--- src/rtl/hbfq_pkg.sv ---
package hbfq_pkg;

  typedef enum logic [1:0] {
    SIDE_NONE = 2'd0,
    SIDE_HI   = 2'd1,
    SIDE_LO   = 2'd2
  } side_e;

  typedef enum logic [1:0] {
    ST_IDLE  = 2'd0,
    ST_DEAD  = 2'd1,
    ST_BLANK = 2'd2,
    ST_RUN   = 2'd3
  } seqState_e;

  // strobes from the sequencer to the datapath
  typedef struct packed {
    logic gateHi;   // high side may conduct
    logic gateLo;   // low side may conduct
    logic chkHi;    // last blanking cycle of a high-side turn-on
    logic chkLo;    // last blanking cycle of a low-side turn-on
    logic filtEn;   // desaturation filter may count
  } strobe_t;

endpackage

--- src/rtl/hbfq_ctrl.sv ---
module hbfq_ctrl
  import hbfq_pkg::*;
#(
  parameter int DEAD_CYC  = 20,
  parameter int BLANK_CYC = 25
) (
  input  logic    clk,
  input  logic    rstN,
  input  logic    hsCmd,
  input  logic    lsCmd,
  input  logic    tripActive,
  output strobe_t strb
);

  localparam int MAX_CYC = (DEAD_CYC > BLANK_CYC) ? DEAD_CYC : BLANK_CYC;
  localparam int CW      = $clog2(MAX_CYC + 1);
  localparam logic [CW-1:0] DEAD_LAST  = CW'(DEAD_CYC - 1);
  localparam logic [CW-1:0] BLANK_LAST = CW'(BLANK_CYC - 1);

  side_e     reqSide;
  side_e     side;
  seqState_e st;
  logic [CW-1:0] cnt;
  logic      reqHeld;
  logic      lastBlank;

  // a request exists only when exactly one side asks
  always_comb begin
    case ({hsCmd, lsCmd})
      2'b10:   reqSide = SIDE_HI;
      2'b01:   reqSide = SIDE_LO;
      default: reqSide = SIDE_NONE;
    endcase
  end

  always_ff @(posedge clk or negedge rstN) begin
    if (!rstN) begin
      st   <= ST_IDLE;
      side <= SIDE_NONE;
      cnt  <= '0;
    end else if (tripActive) begin
      st   <= ST_IDLE;
      side <= SIDE_NONE;
      cnt  <= '0;
    end else if (reqSide != side) begin
      side <= reqSide;
      cnt  <= '0;
      st   <= (reqSide == SIDE_NONE) ? ST_IDLE : ST_DEAD;
    end else begin
      case (st)
        ST_DEAD: begin
          if (cnt == DEAD_LAST) begin
            st  <= ST_BLANK;
            cnt <= '0;
          end else begin
            cnt <= cnt + 1'b1;
          end
        end
        ST_BLANK: begin
          if (cnt == BLANK_LAST) begin
            st  <= ST_RUN;
            cnt <= '0;
          end else begin
            cnt <= cnt + 1'b1;
          end
        end
        default: cnt <= '0;
      endcase
    end
  end

  // the check fires only if the sequence is not being abandoned this cycle
  assign reqHeld   = (reqSide == side) && !tripActive;
  assign lastBlank = (st == ST_BLANK) && (cnt == BLANK_LAST) && reqHeld;

  always_comb begin
    strb.gateHi = (side == SIDE_HI) && ((st == ST_BLANK) || (st == ST_RUN));
    strb.gateLo = (side == SIDE_LO) && ((st == ST_BLANK) || (st == ST_RUN));
    strb.chkHi  = lastBlank && (side == SIDE_HI);
    strb.chkLo  = lastBlank && (side == SIDE_LO);
    strb.filtEn = (side == SIDE_HI) && (st == ST_RUN);
  end

endmodule

--- src/rtl/hbfq_datapath.sv ---
module hbfq_datapath
  import hbfq_pkg::*;
#(
  parameter int SYNC_STAGES = 2,
  parameter int FILT_CYC    = 50
) (
  input  logic    clk,
  input  logic    rstN,
  input  logic    desatRaw,
  input  logic    phaseRaw,
  input  logic    sdDisable,
  input  logic    faultClear,
  input  logic    tripIn,
  input  strobe_t strb,
  output logic    hsEnable,
  output logic    lsEnable,
  output logic    desatFault,
  output logic    hsPhaseFault,
  output logic    lsPhaseFault,
  output logic    tripOut,
  output logic    tripActive
);

  localparam int NCMP = 2;                    // bit 0 desaturation, bit 1 node level
  localparam int FW   = $clog2(FILT_CYC + 1);
  localparam logic [FW-1:0] FILT_LAST = FW'(FILT_CYC - 1);
  localparam logic [FW-1:0] FILT_SAT  = FW'(FILT_CYC);

  logic [NCMP-1:0] rawVec;
  logic [NCMP-1:0] syncVec;
  logic            desatS;
  logic            phaseS;

  assign rawVec = {phaseRaw, desatRaw};

  for (genvar s = 0; s < SYNC_STAGES; s++) begin : g_sync
    logic [NCMP-1:0] q;
    if (s == 0) begin : g_first
      always_ff @(posedge clk or negedge rstN) begin
        if (!rstN) q <= '0;
        else       q <= rawVec;
      end
    end else begin : g_next
      always_ff @(posedge clk or negedge rstN) begin
        if (!rstN) q <= '0;
        else       q <= g_sync[s-1].q;
      end
    end
  end

  assign syncVec = g_sync[SYNC_STAGES-1].q;
  assign desatS  = syncVec[0];
  assign phaseS  = syncVec[1];

  // desaturation filter: consecutive count, zeroed on any gap, saturates after a hit
  logic [FW-1:0] filtCnt;
  logic          desatHit;
  logic          hsPhHit;
  logic          lsPhHit;
  logic          anyHit;
  logic          tripLat;

  assign desatHit = strb.filtEn && desatS && (filtCnt == FILT_LAST);
  assign hsPhHit  = strb.chkHi && !phaseS;
  assign lsPhHit  = strb.chkLo && phaseS;
  assign anyHit   = desatHit || hsPhHit || lsPhHit;

  always_ff @(posedge clk or negedge rstN) begin
    if (!rstN) begin
      filtCnt <= '0;
    end else if (!strb.filtEn || !desatS) begin
      filtCnt <= '0;
    end else if (filtCnt != FILT_SAT) begin
      filtCnt <= filtCnt + 1'b1;
    end
  end

  always_ff @(posedge clk or negedge rstN) begin
    if (!rstN) begin
      desatFault   <= 1'b0;
      hsPhaseFault <= 1'b0;
      lsPhaseFault <= 1'b0;
    end else begin
      desatFault   <= desatHit;
      hsPhaseFault <= hsPhHit;
      lsPhaseFault <= lsPhHit;
    end
  end

  // a new fault wins over a simultaneous clear
  always_ff @(posedge clk or negedge rstN) begin
    if (!rstN) begin
      tripLat <= 1'b0;
    end else if (anyHit && !sdDisable) begin
      tripLat <= 1'b1;
    end else if (faultClear) begin
      tripLat <= 1'b0;
    end
  end

  assign tripOut    = tripLat;
  assign tripActive = tripLat || tripIn;
  assign hsEnable   = strb.gateHi && !tripActive;
  assign lsEnable   = strb.gateLo && !tripActive;

endmodule

--- src/rtl/halfbridge_fault_qual.sv ---
module halfbridge_fault_qual
  import hbfq_pkg::*;
#(
  parameter int DEAD_CYC    = 20,
  parameter int BLANK_CYC   = 25,
  parameter int FILT_CYC    = 50,
  parameter int SYNC_STAGES = 2
) (
  input  logic clk,
  input  logic rstN,
  input  logic hsCmd,
  input  logic lsCmd,
  input  logic desatRaw,
  input  logic phaseRaw,
  input  logic sdDisable,
  input  logic faultClear,
  input  logic tripIn,
  output logic hsEnable,
  output logic lsEnable,
  output logic desatFault,
  output logic hsPhaseFault,
  output logic lsPhaseFault,
  output logic tripOut
);

  strobe_t strb;
  logic    tripActive;

  hbfq_ctrl #(
    .DEAD_CYC (DEAD_CYC),
    .BLANK_CYC(BLANK_CYC)
  ) ctrl_i (
    .clk       (clk),
    .rstN      (rstN),
    .hsCmd     (hsCmd),
    .lsCmd     (lsCmd),
    .tripActive(tripActive),
    .strb      (strb)
  );

  hbfq_datapath #(
    .SYNC_STAGES(SYNC_STAGES),
    .FILT_CYC   (FILT_CYC)
  ) dp_i (
    .clk         (clk),
    .rstN        (rstN),
    .desatRaw    (desatRaw),
    .phaseRaw    (phaseRaw),
    .sdDisable   (sdDisable),
    .faultClear  (faultClear),
    .tripIn      (tripIn),
    .strb        (strb),
    .hsEnable    (hsEnable),
    .lsEnable    (lsEnable),
    .desatFault  (desatFault),
    .hsPhaseFault(hsPhaseFault),
    .lsPhaseFault(lsPhaseFault),
    .tripOut     (tripOut),
    .tripActive  (tripActive)
  );

endmodule

--- config.mk ---
export PLATFORM = sky130hd
export DESIGN_NAME = halfbridge_fault_qual
export DESIGN_NICKNAME = d
export VERILOG_FILES = /design/src/rtl/hbfq_pkg.sv /design/src/rtl/hbfq_ctrl.sv /design/src/rtl/hbfq_datapath.sv /design/src/rtl/halfbridge_fault_qual.sv
export SDC_FILE = /design/constraint.sdc
export NUM_CORES = 1
export LEC_CHECK = 0
export BUFFER_PORTS_ARGS = -buffer_cell sky130_fd_sc_hd__buf_2
export CAP_MARGIN = 10
export CORE_ASPECT_RATIO = 0.75
export CORE_MARGIN = 1
export CORE_UTILIZATION = 45
export DETAILED_ROUTE_END_ITERATION = 16
export MAX_ROUTING_LAYER = met4
export PLACE_DENSITY = 0.67
export SLEW_MARGIN = 20
export SYNTH_ARGS = -nofsm -noshare
export SYNTH_HDL_FRONTEND = slang
export SYNTH_SLANG_ARGS = --single-unit
--- constraint.sdc ---
create_clock -name clk -period 1.4 [get_ports clk]
set_input_delay 0.28 -clock clk [delete_from_list [all_inputs] [get_ports clk]]
set_output_delay 0.28 -clock clk [all_outputs]
set_load 0.01 [all_outputs]
=== Word level (Yosys, flattened, before mapping) ===
Cells that the tools add are included.

* Bits in read-only memories: 0
* Memory bits (writable): 0
* Register bits after elaboration: 23
* Word-level logic and storage cells: 76
* Input bits: 9
* Output and inout bits: 6
* Memories kept: 0
* Bits in latches: 0

* Div/mod/pow operators: 0
* Mux-type cells: 18
* Multiply operators: 0
* $lt $le $gt $ge: 0
* Equality and inequality tests: 15
* Shift operators: 0
* Reduce and logical (&&, ||, !) cells: 31
* Bitwise gates (word level): 0
* Add/sub/neg operators: 2

{| class="wikitable"
|+ Operator list
! operator !! number
|-
| 2-to-1 mux 5 bit || 4
|-
| logical AND 1 bit || 15
|-
| 2-to-1 mux 2 bit || 6
|-
| 2-to-1 mux 6 bit || 2
|-
| equality test 5 bit, second input constant || 2
|-
| case mux 5 bit (2 select lines) || 1
|-
| equality test 2 bit, second input constant || 4
|-
| != test 4 x 1 -> 1 bit, second input constant || 2
|-
| case mux 2 bit (2 select lines) || 2
|-
| adder 6 x 1 -> 6 bit, second input constant || 1
|-
| equality test 2 x 1 -> 1 bit, second input constant || 3
|-
| equality test 6 bit, second input constant || 1
|-
| != test 6 bit, second input constant || 1
|-
| nonzero test 2 bit || 3
|-
| adder 5 x 1 -> 5 bit, second input constant || 1
|-
| zero test 1 bit || 5
|-
| logical OR 1 bit || 5
|-
| nonzero test 4 bit || 1
|-
| 2-to-1 mux 1 bit || 3
|-
| AND reduction 3 bit || 1
|-
| equality test 2 bit || 1
|-
| zero test 2 bit || 1
|-
| != test 2 bit || 1
|}

=== Depth between registers and ports, before layout ===
Gate-level depths: netlist (run 1).

* Word-level depth: 11
* Gate-level depth with buffers: 6
* Gate-level depth less buffers: 6

=== Hierarchy ===
Synthesis (run 1) repeated with hierarchy kept, for this count alone.

* Cell total of the unflattened synthesis: 112
* Area, all modules: 1178.6 µm²

{| class="wikitable"
|+ By module, submodules not included
! module !! area an instance (µm²) !! times used !! cells an instance !! seq. area each (µm²)
|-
| hbfq_datapath || 603.1 || 1 || 52 || 350.3
|-
| hbfq_ctrl || 575.6 || 1 || 60 || 225.2
|}

=== Least setup slack after synthesis (run 1) ===
OpenSTA, ideal clock, no wires.

* Path kind: register to register
* Start point: register ctrl_i.cnt[0]
* End point: register ctrl_i.cnt[2]
* Arrival: 1.329 ns
* Period minus slack after synthesis: 1.401 ns
* Setup time: 0.072 ns
* Cell stages (with the launch flop): 6
* Buffers on the path: 0
* Data required time: 1.328 ns
* Path slack: -0.001 ns
* Cell sequence: dfrtp_1 ha_1 nand4bb_1 a22oi_1 or3_1 nor2_1

* Longest elaborated chain between the ends: 5
* Elaborated cells on any way between the ends: 8
* Those cells by class: add/sub (1); eq/ne (2); mux (5)

{| class="wikitable"
|+ RTL lines
! element !! RTL line !! RTL
|-
| start: declaration || hbfq_ctrl.sv:23 || <nowiki>logic [CW-1:0] cnt;</nowiki>
|-
| start signal: assignment || hbfq_ctrl.sv:56 || <nowiki>cnt <= cnt + 1'b1;</nowiki>
|-
| start signal: assignment || hbfq_ctrl.sv:64 || <nowiki>cnt <= cnt + 1'b1;</nowiki>
|-
| adder 5 x 1 -> 5 bit, or another cell as far along || hbfq_ctrl.sv:56, hbfq_ctrl.sv:64 ||
|-
| 2-to-1 mux 5 bit (on tied branches) || hbfq_ctrl.sv:60, hbfq_ctrl.sv:52 ||
|-
| case mux 5 bit (2 select lines) (*) || hbfq_ctrl.sv:50 || <nowiki>case (st)</nowiki>
|-
| 2-to-1 mux 5 bit (*) || hbfq_ctrl.sv:45 || <nowiki>end else if (reqSide != side) begin</nowiki>
|-
| 2-to-1 mux 5 bit (*) || hbfq_ctrl.sv:41 || <nowiki>end else if (tripActive) begin</nowiki>
|}

Every way passes the cells marked *; elsewhere a longest branch is shown, timed or not.
A chain may end at the register's enable or synchronous reset.

=== Worst setup path after layout (run 1) ===
* Start point: register ctrl_i.st[0]
* End point: output port lsEnable

* Longest elaborated chain between the ends: 4
* Elaborated cells on any way between the ends: 5
* Those cells by class: eq/ne (2); reduce/logical (3)

{| class="wikitable"
|+ RTL lines
! element !! RTL line !! RTL
|-
| start: declaration || hbfq_ctrl.sv:22 || <nowiki>seqState_e st;</nowiki>
|-
| start signal: assignment || hbfq_ctrl.sv:48 || <nowiki>st <= (reqSide == SIDE_NONE) ? ST_IDLE : ST_DEAD;</nowiki>
|-
| equality test 2 bit || hbfq_ctrl.sv:78 || <nowiki>strb.gateLo = (side == SIDE_LO) && ((st == ST_BLANK) || (st == ST_RUN));</nowiki>
|-
| logical OR 1 bit (*) || hbfq_ctrl.sv:78 ||
|-
| logical AND 1 bit (*) || hbfq_ctrl.sv:78 ||
|-
| logical AND 1 bit (*) || hbfq_datapath.sv:104 || <nowiki>assign lsEnable = strb.gateLo && !tripActive;</nowiki>
|-
| end: declaration || halfbridge_fault_qual.sv:19 || <nowiki>output logic lsEnable,</nowiki>
|}

Marks and branches as above.

==> impl_metrics.tcl, run 1 <==
set metrics [dict create \
    cts_max_path_buffers 2 \
    synth_area_per_cell_sq_um 10.8 \
    maxCapViolCount 0 \
    drive_gt1_frac 0.427 \
    reg2reg_from "ctrl_i.cnt[1]" \
    ant_nets 0 \
    dpl-instance-area_sq_mm 0.00135 \
    clk_latency_ns 0.30 \
    dr.pass1.iters 4 \
    pin_count 15 \
    synth_edf_count 0 \
    route.vias.total 847 \
    syn_nets 125 \
    swShare 0.235 \
    grt.met1_usage 0.246 \
    layout_setup_ws_ns -0.250 \
    switchingPower_mw 0.262 \
    cts-buffers-inserted 3 \
    p_clk_frac 0.266 \
    path_cells "inv_1 > ha_2 > o21ai_2 > nor3b_2 > buf_2" \
    die_area_sq_mm 0.00276 \
    syn_area_sq_mm 0.00115 \
    overflow 0 \
    use_met2 0.242 \
    cp_slowest_cell "dfrtp_1" \
    reg2regPathDepth 5 \
    antenna_cells 0 \
    synth_top_flop_cell "dfrtp_1" \
    vias_per_cell 4.79 \
    yosysUniqueCellTypes 29 \
    rsz0062_at_grt "yes" \
    clock_sinks 23 \
    pwr-share-comb 0.118 \
    multi_input_area_sq_um 627 \
    start_util 0.490 \
    worstPathArrival_ns 1.37 \
    synthArstFlopShare 1.00 \
    syn_to_final_growth_pct 34.6 \
    power_density_mw_per_mm2 719 \
    setup-tns-final_ns -1.36 \
    regArea_sq_um 578 \
    fin_skew_ns 0.00557 \
    routedWlPerCell_um 12.0 \
    path_class "register to output pin" \
    grt_max_degree 24 \
    p_seq_frac 0.616 \
    synth.most_common_cell "dfrtp_1" \
    nFillCells 185 \
    dp_hpwl_um 1570 \
    layout.cells.non_filler 177 \
    min_period_ns 1.65 \
    setup_viol 11 \
    crit_path_end "lsEnable" \
    final_nets 163 \
    clk_pin_slew_ns 0.12 \
    rows 15 \
    report.final.slew_viol_count 0 \
    die_height_um 45.8 \
    crit_required_ns 1.12 \
    synth_top_area_share 0.501 \
    ys_top_cells_by_area "dfrtp_1 50%, ha_1 11%, nor2_1 4.2%" \
    critPathMaxStageDelay_ns 0.41 \
    violations "negative setup slack" \
    core_area_sq_mm 0.00235 \
    synth_seq_cells 23 \
    dp.cells 166 \
    end_kind "output pin" \
    p_int_mw 0.850 \
    yosysWarningCount 0 \
    die_w_um 60.3 \
    place_congestion 0.777 \
    cellLeakagePower_nw 0.688 \
    r2r-end "dp_i.tripOut" \
    hold_path_class "input port to register" \
    timing.final.crit_share 1.18 \
    finalHoldViolCount 0 \
    routed_wl_um 2120 \
    synthCells 106 \
    critPathLaunchType "register" \
    p_total_mw 1.11 \
    top_usage_layer "met1" \
    holdWs_ns 0.0691 \
    drc 0 \
    grt_pass1_vias 775 \
    cts_tree "done" \
    max_slew_margin 0.667 \
    drtIter0Drc 11 \
    max_freq_mhz 606 \
    ff2ff_setup_slack_ns -0.15 \
    ys_seq_area_frac 0.501 \
    antenna_found_initial 0 \
    grt_usage 0.182 \
    crit_fanout 3 \
    startpoint "ctrl_i.st[0]" \
    cts_max_level 1 \
    grt_pass1_wl_um 3360 \
    stdcell_area_sq_mm 0.00155 \
    tightest_slew_ns 0.499 \
    yosys.area.top_type "dfrtp_1" \
    synth_common_cells "23 x dfrtp_1, 13 x nor2_1, 10 x ha_1, 10 x inv_1, 6 x nand3_1" \
    root_buffer "clkbuf_4" \
    outcome "finished with violations" \
    portBuffers 14 \
    met3_usage 0.0710 \
    vdd_drop_max_uv 705 \
]
==> registers in the layout, summed over array words and instances, names as in the netlist <==
signal and flops:
dp_i.desatFault 1, ctrl_i.cnt 5, dp_i.g_sync.q 4, dp_i.tripOut 1, ctrl_i.st 2, dp_i.lsPhaseFault 1, dp_i.hsPhaseFault 1, dp_i.filtCnt 6
ctrl_i.side 2
==> power groups by stage <==
stage	Sequential, mW	Combinational, mW	Clock (mW)
global route	0.688	0.146	0.338
finish	0.686	0.131	0.296
CTS	0.686	0.123	0.314
floorplan	0.698	0.0560	0
global placement	0.698	0.107	0
detailed placement	0.699	0.109	0
==> worst max-delay path, delay by kind of cell (launching register included) <==
family	cells	cell delay [ns]
AO/OA/AOI/OAI	1	0.06
adder cells (fa/ha/maj)	1	0.19
buffers and inverters	2	0.22
flip-flops	1	0.41
AND/OR/NAND/NOR	1	0.18
==> metal layers <==
| layer | wire length, um | part of all wire | up-vias |
|---|---|---|---|
| met5 | 0 | 0 | - |
| li1 | - | - | 436 |
| met1 | 1050 | 0.49 | 389 |
| met4 | 15 | 0.0071 | 0 |
| met2 | 944 | 0.45 | 20 |
| met3 | 112 | 0.053 | 2 |
==> area by class of cell <==
| type | count | area share |
|---|---|---|
| clock buffer | 4 | 0.0170 |
| inverter | 10 | 0.0243 |
| multi-input combinational | 73 | 0.405 |
| sequential | 23 | 0.374 |
| tap | 34 | 0.0275 |
| timing repair buffer | 33 | 0.152 |
==> worst min-delay path by stage <==
stage               slack (ns)  cells past startpoint                  end      from
floorplan                -0.02                      0        ctrl_i.cnt[0]      rstN
global placement          0.27                      1      dp_i.filtCnt[4]      rstN
detailed placement        0.28                      1      dp_i.filtCnt[3]      rstN
CTS                       0.05                      1  dp_i.g_sync[0].q[1]  phaseRaw
global route              0.04                      1  dp_i.g_sync[0].q[0]  desatRaw
finish                    0.07                      1  dp_i.g_sync[0].q[1]  phaseRaw
==> cell families (layout without fill, tap and decap cells) <==
| family | Yosys count | count (layout) | share of synthesized area |
|---|---|---|---|
| AOI/OAI and AO/OA | 12 | 12 | 0.0741 |
| xor gates and xnor gates | 9 | 9 | 0.0686 |
| adders and majority gates | 10 | 10 | 0.109 |
| buffers and inverters | 10 | 47 | 0.0327 |
| DFF | 23 | 23 | 0.501 |
| and+or+nand+nor | 42 | 42 | 0.215 |
==> layout by cell type, fill, tap and decap left out, drive strengths merged <==
cell type	count
nand2b	5
nor3	3
dlygate4sd3	1
dfrtp	23
and2	2
nand4b	1
nor3b	1
a2111o	1
o21ai	5
a21oi	2
clkbuf	4
xnor2	5
o221ai	1
a211oi	1
a22oi	1
buf	32
ha	10
and3	1
xor2	4
or3	2
a211o	1
nand2	2
and2b	1
nand4bb	1
and4bb	1
inv	10
nor2	13
nand3b	2
nand3	7
==> stage by stage <==
step | utilization | worst slack (ns)
5_1_grt | 0.659 | -0.360
2_1_floorplan | - | -0.000517
6_report | 0.659 | -0.250
3_5_place_dp | 0.576 | -0.181
3_3_place_gp | 0.576 | -0.142
4_1_cts | 0.612 | -0.307
==> repair_timing <==
| item | CTS | global route |
|---|---|---|
| buffers inserted | 3 | 4 |
| resized for setup | 10 | 18 |
| setup endpoints to repair | 10 | 12 |
| pin swaps | 12 | 4 |
| hold buffers | 1 | 0 |
| hold endpoints to repair | 23 | 0 |
Note: power is estimated with default switching activity, not from simulation.
==> run 2: changes to the inputs <==
--- a/config.mk
+++ b/config.mk
@@ -5,14 +5,15 @@
 export SDC_FILE = /design/constraint.sdc
 export NUM_CORES = 1
 export LEC_CHECK = 0
+export ABC_AREA = 1
 export BUFFER_PORTS_ARGS = -buffer_cell sky130_fd_sc_hd__buf_2
 export CAP_MARGIN = 10
 export CORE_ASPECT_RATIO = 0.75
 export CORE_MARGIN = 1
-export CORE_UTILIZATION = 45
+export CORE_UTILIZATION = 44
 export DETAILED_ROUTE_END_ITERATION = 16
 export MAX_ROUTING_LAYER = met4
-export PLACE_DENSITY = 0.67
+export PLACE_DENSITY = 0.66
 export SLEW_MARGIN = 20
 export SYNTH_ARGS = -nofsm -noshare
 export SYNTH_HDL_FRONTEND = slang
==> run 2 against run 1 <==
Effect of this change:
- the flow still finishes with violations (negative setup slack)
- non-clock buffer count fell by 13
- power rose by 16%
- maximum frequency rose by 9.5%
- wire length barely moved
- via count rose by 6.3%
- clock power rose by 33%
- critical path depth fell by 1
- sequential share of layout area rose by 1.7 points
- sequential cell count did not move
- utilization fell by 9.8 points
- setup slack improved by 0.14 ns
- critical path type unchanged
==> impl_metrics.tcl, run 2 <==
set metrics [dict create \
    outcome "finished with violations" \
    violations "negative setup slack" \
    p_seq_frac 0.541 \
    syn_nets 154 \
    fin_skew_ns 0.00399 \
    synth_top_flop_cell "dfrtp_1" \
    yosysWarningCount 0 \
    power_density_mw_per_mm2 873 \
    synthXorXnorAreaFrac 0.0433 \
    cellLeakagePower_nw 0.770 \
    regMostFlops "dp_i.filtCnt" \
    preCtsSetupSlack_ns -0.0341 \
    synth_common_cells "23 x dfrtp_1, 23 x inv_1, 20 x nand2_1, 18 x nor2_1, 10 x ha_1" \
    drc 0 \
    p_int_mw 0.957 \
    max_freq_mhz 663 \
    yosys.area.top_type "dfrtp_1" \
    vdd_drop_max_uv 548 \
    switchingPower_mw 0.328 \
    synth_seq_cells 23 \
    worstPathArrival_ns 1.23 \
    p_clk_frac 0.307 \
    place_congestion 0.840 \
    grt_pass1_wl_um 3460 \
    tightest_slew_ns 0.514 \
    critPathLaunchType "register" \
    layout_common_cells "23 x dfrtp_1, 22 x inv_1, 17 x nand2_1" \
    dp_hpwl_um 1550 \
    min_period_ns 1.51 \
    synth_edf_count 0 \
    layout_setup_ws_ns -0.107 \
    max_slew_margin 0.657 \
    routed_wl_um 2120 \
    final_nets 179 \
    finalHoldViolCount 0 \
    grt_usage 0.163 \
    vias_per_cell 4.62 \
    synth_top_area_share 0.474 \
    antenna_found_initial 0 \
    pwr-share-comb 0.152 \
    cts_max_path_buffers 2 \
    synth_top_family_by_area "simple AND/OR/NAND/NOR gates" \
    hold_path_class "input port to register" \
    pin_count 15 \
    synth_area_per_cell_sq_um 8.99 \
    p_total_mw 1.29 \
    overflow 0 \
    synthCells 135 \
    finish.utilization 0.562 \
    timing.final.crit_share 1.08 \
    synthMuxAreaShare 0 \
    portBuffers 14 \
    die_w_um 62.6 \
    synthAdderAreaFrac 0.103 \
    cts_max_level 1 \
    path_class "register to output pin" \
    end_kind "output pin" \
    synth_compound_area_frac 0.0423 \
    swShare 0.255 \
    rsz0062_at_grt "yes" \
    antenna_cells 0 \
    crit_fanout 3 \
    drtIter0Drc 30 \
    ys_top_cells_by_area "dfrtp_1 47%, ha_1 10%, inv_1 7.1%" \
    final_common_cell "dfrtp_1" \
    crit_required_ns 1.12 \
    syn_area_sq_mm 0.00121 \
    largest_register_ffs 6 \
    routedWlPerCell_um 10.9 \
    ant_nets 0 \
    dp.cells 187 \
    dr.pass1.iters 4 \
    drive_gt1_frac 0.308 \
    rows 16 \
    root_buffer "clkbuf_8" \
    synthArstFlopShare 1.00 \
    cts_tree "done" \
    grt_pass1_vias 803 \
    clk_pin_slew_ns 0.07 \
    reg_top3 "dp_i.filtCnt: 6 flops, ctrl_i.cnt: 5 flops, dp_i.g_sync.q: 4 flops" \
    cts-buffers-inserted 3 \
    grt_max_degree 24 \
    ys_seq_area_frac 0.474 \
    clk_latency_ns 0.26 \
    die_height_um 47.5 \
    layout.cells.non_filler 195 \
    maxCapViolCount 0 \
    setup-tns-final_ns -0.209 \
    start_util 0.463 \
    clock_sinks 23 \
    route.vias.total 900 \
    yosysUniqueCellTypes 22 \
    die_area_sq_mm 0.00297 \
    syn_to_final_growth_pct 21.3 \
    report.final.slew_viol_count 0 \
    setup_viol 2 \
    core_area_sq_mm 0.00262 \
    yosys.area_share.simple 0.251 \
]
[run 2: critical path: stages, from the launching register on]
cell     delay (ns)
dfrtp_1        0.40
ha_2           0.21
o21ai_2        0.17
nor2_1         0.05
buf_2          0.13
[run 2: final cells by class]
type | instances | area, sq um
fill | 237 | 1150
multi-input combinational | 84 | 583
sequential | 23 | 576
timing repair buffer | 20 | 118
inverter | 28 | 105
tap | 36 | 45.0
clock buffer | 3 | 41.3
clock inverter | 1 | 5.00
[run 2: per-stage QoR]
| stage | hold WS, ns | area (sq um) |
|---|---|---|
| 4_1_cts | 0.114 | 1430 |
| 2_1_floorplan | -0.0156 | 1210 |
| 3_5_place_dp | 0.286 | 1340 |
| 5_1_grt | 0.107 | 1470 |
| 3_3_place_gp | 0.279 | 1340 |
| 6_report | 0.124 | 1470 |
[run 2: cells by family (layout without fill, tap and decap cells)]
| kind of cell | after synthesis | in the layout |
|---|---|---|
| xor gates and xnor gates | 6 | 6 |
| adders and majority gates | 10 | 10 |
| AOI/OAI and AO/OA | 9 | 9 |
| buffers and inverters | 28 | 52 |
| DFF | 23 | 23 |
| and+or+nand+nor | 59 | 59 |
[run 2: metal layers]
metal  routed length (um)  up-vias  GRT usage
met2                 1030       20      0.276
met3                   95        2     0.0452
met4                   19        0     0.0558
li1                     -      464          -
met1                  977      414      0.193
met5                    0        -          -
[run 2: final timing paths]
check	start	cells past startpoint	end	slack [ns]
min	desatRaw	1	dp_i.g_sync[0].q[0]	0.12
max in group asynchronous	rstN	2	ctrl_i.cnt[3]	0.51
min in group asynchronous	rstN	2	ctrl_i.side[1]	0.54
max	ctrl_i.st[0]	4	hsEnable	-0.11
max reg2reg	ctrl_i.st[0]	9	ctrl_i.st[0]	0.02
min reg2reg	dp_i.g_sync[0].q[0]	0	dp_i.g_sync[1].q[0]	0.35
[run 2: timing repair]
item,4_1_cts,5_1_grt
buffers inserted,3,0
endpoints found under the setup margin,2,9
endpoints found under the hold margin,5,0
gates cloned,0,0
gates resized for setup,5,11
hold buffers,1,0
pin swaps,1,4
[run 2: power by group through the flow]
stage	clock, mW	combinational, mW	sequential [mW]
2_1_floorplan	0	0.100	0.706
3_3_place_gp	0	0.146	0.708
3_5_place_dp	0	0.150	0.710
4_1_cts	0.416	0.171	0.695
5_1_grt	0.464	0.219	0.699
6_report	0.395	0.195	0.695
==> run 3: changes to the inputs <==
--- a/config.mk
+++ b/config.mk
@@ -10,10 +10,9 @@
 export CAP_MARGIN = 10
 export CORE_ASPECT_RATIO = 0.75
 export CORE_MARGIN = 1
-export CORE_UTILIZATION = 44
+export CORE_UTILIZATION = 25
 export DETAILED_ROUTE_END_ITERATION = 16
 export MAX_ROUTING_LAYER = met4
-export PLACE_DENSITY = 0.66
 export SLEW_MARGIN = 20
 export SYNTH_ARGS = -nofsm -noshare
 export SYNTH_HDL_FRONTEND = slang
==> run 3 against run 2 <==
Effect of this change:
- the run ends with negative hold slack, negative setup slack left
- sequential cell count stayed put
- first-iteration DRC count is 47% higher
- power is 0.18% higher
- utilization is 23 points lower
- setup slack worse by 0.064 ns
- register-to-register slack better by 0.07 ns
- final area is 1.5% higher
- sequential power hardly changed
- critical path type unchanged
- largest power group unchanged
==> impl_metrics.tcl, run 3 (synthesis gave the netlist of run 2 again) <==
set metrics [dict create \
    die_height_um 62.3 \
    holdWs_ns -0.0181 \
    finalHoldViolCount 23 \
    cts_hold_buf 0 \
    maxCapViolCount 0 \
    max_freq_mhz 636 \
    root_buffer "clkbuf_8" \
    max_slew_margin 0.656 \
    cp_slowest_cell "dfrtp_1" \
    routed_wl_um 2310 \
    layout_common_cells "23 x dfrtp_1, 22 x inv_1, 19 x nand2_1" \
    overflow 0 \
    cellLeakagePower_nw 0.773 \
    clk_latency_ns 0.26 \
    antenna_cells 0 \
    grt_pass1_wl_um 3930 \
    met2_length_um 904 \
    final_common_cell "dfrtp_1" \
    critPathTopFamily "flip-flops" \
    report.final.slew_viol_count 0 \
    pwr-share-comb 0.143 \
    critPathMaxStageDelay_ns 0.40 \
    power_density_mw_per_mm2 861 \
    p_seq_frac 0.540 \
    cts_max_path_buffers 2 \
    worstPathArrival_ns 1.29 \
    outcome "finished with violations" \
    cp_num_buf_inv 2 \
    final_nets 181 \
    setup_viol 2 \
    drc 0 \
    crit_required_ns 1.12 \
    routedWlPerCell_um 10.6 \
    rsz0062_at_grt "yes" \
    die_area_sq_mm 0.00514 \
    largest_register_ffs 6 \
    cts-buffers-inserted 3 \
    grt_pass1_vias 854 \
    hold_path_class "input port to asynchronous set/reset pin" \
    crit_fanout 3 \
    tightest_slew_ns 0.516 \
    p_clk_frac 0.318 \
    grt_usage 0.107 \
    drtIter0Drc 44 \
    ant_nets 0 \
    nFillCells 487 \
    end_kind "output pin" \
    regMostFlops "dp_i.filtCnt" \
    antenna_found_initial 0 \
    start_util 0.265 \
    clock_sinks 23 \
    switchingPower_mw 0.328 \
    pin_count 15 \
    cts_tree "done" \
    path_cells "inv_1 > ha_2 > o21ai_4 > nor2_2 > buf_2" \
    die_w_um 82.5 \
    vdd_drop_max_uv 420 \
    finish.utilization 0.327 \
    dr.pass1.iters 4 \
    preCtsSetupSlack_ns -0.0287 \
    vias_per_cell 4.13 \
    grt_max_degree 24 \
    startpoint "ctrl_i.st[0]" \
    min_period_ns 1.57 \
    ff2ff_setup_slack_ns 0.09 \
    reg2reg_from "ctrl_i.st[0]" \
    swShare 0.254 \
    drive_gt1_frac 0.298 \
    critPathLaunchType "register" \
    path_class "register to output pin" \
    violations "negative hold slack, negative setup slack" \
    reg_top3 "dp_i.filtCnt: 6 flops, ctrl_i.cnt: 5 flops, dp_i.g_sync.q: 4 flops" \
    core_area_sq_mm 0.00457 \
    clk_pin_slew_ns 0.08 \
    place_congestion 0.780 \
    fin_skew_ns 0.00755 \
    portBuffers 14 \
    layout_setup_ws_ns -0.171 \
    wl_met3_um 114 \
    rows 21 \
    dp_hpwl_um 1810 \
    route.vias.total 900 \
    syn_to_final_growth_pct 23.2 \
    p_int_mw 0.960 \
    wl_met1_um 1270 \
    timing.final.crit_share 1.12 \
    maxUsedRoutingLayer "met4" \
    cts_max_level 1 \
]
[run 3: metal layers]
metal / vias to the layer above / track usage
met3: 2 / 0.0397
met1: 414 / 0.165
met2: 14 / 0.127
li1: 470 / -
met5: - / -
met4: 0 / 0.0263
[run 3: path summary, 6_finish.rpt]
check	endpoint	depth (start not counted)
max in group asynchronous	dp_i.filtCnt[1]	1
max	hsEnable	5
min reg2reg	dp_i.g_sync[1].q[0]	0
min	ctrl_i.st[0]	1
min in group clk	dp_i.g_sync[0].q[0]	1
max reg2reg	ctrl_i.st[0]	8
[run 3: what timing repair did]
item,4_1_cts,5_1_grt
resized for setup,4,9
pin swaps,2,5
endpoints found under the setup margin,2,4
setup buffers,2,1
[run 3: stage by stage]
step | instances | area, sq um | hold slack (ns) | TNS [ns] | total power [mW]
after floorplan | 135 | 1210 | -0.0156 | 0 | 0.806
after global placement | 211 | 1390 | 0.287 | -0.0143 | 0.864
after detailed placement | 211 | 1390 | 0.293 | -0.0287 | 0.864
after global routing | 218 | 1500 | 0.00903 | -0.488 | 1.37
final | 218 | 1500 | -0.0181 | -0.328 | 1.29
after CTS | 217 | 1460 | 0.000705 | -0.355 | 1.29
[run 3: area by class of cell]
class | instances | area [sq um] | share of cell area
tap | 57 | 71.3 | 0.0477
sequential | 23 | 576 | 0.385
clock buffer | 4 | 45.0 | 0.0301
timing repair buffer | 22 | 130 | 0.0870
inverter | 28 | 108 | 0.0720
multi-input combinational | 84 | 566 | 0.378
[run 3: power by group through the flow]
stage | combinational (mW) | clock (mW) | sequential (mW)
after global placement | 0.155 | 0 | 0.710
after global routing | 0.210 | 0.466 | 0.697
after floorplan | 0.100 | 0 | 0.706
after CTS | 0.168 | 0.431 | 0.695
final | 0.184 | 0.409 | 0.695
after detailed placement | 0.154 | 0 | 0.710
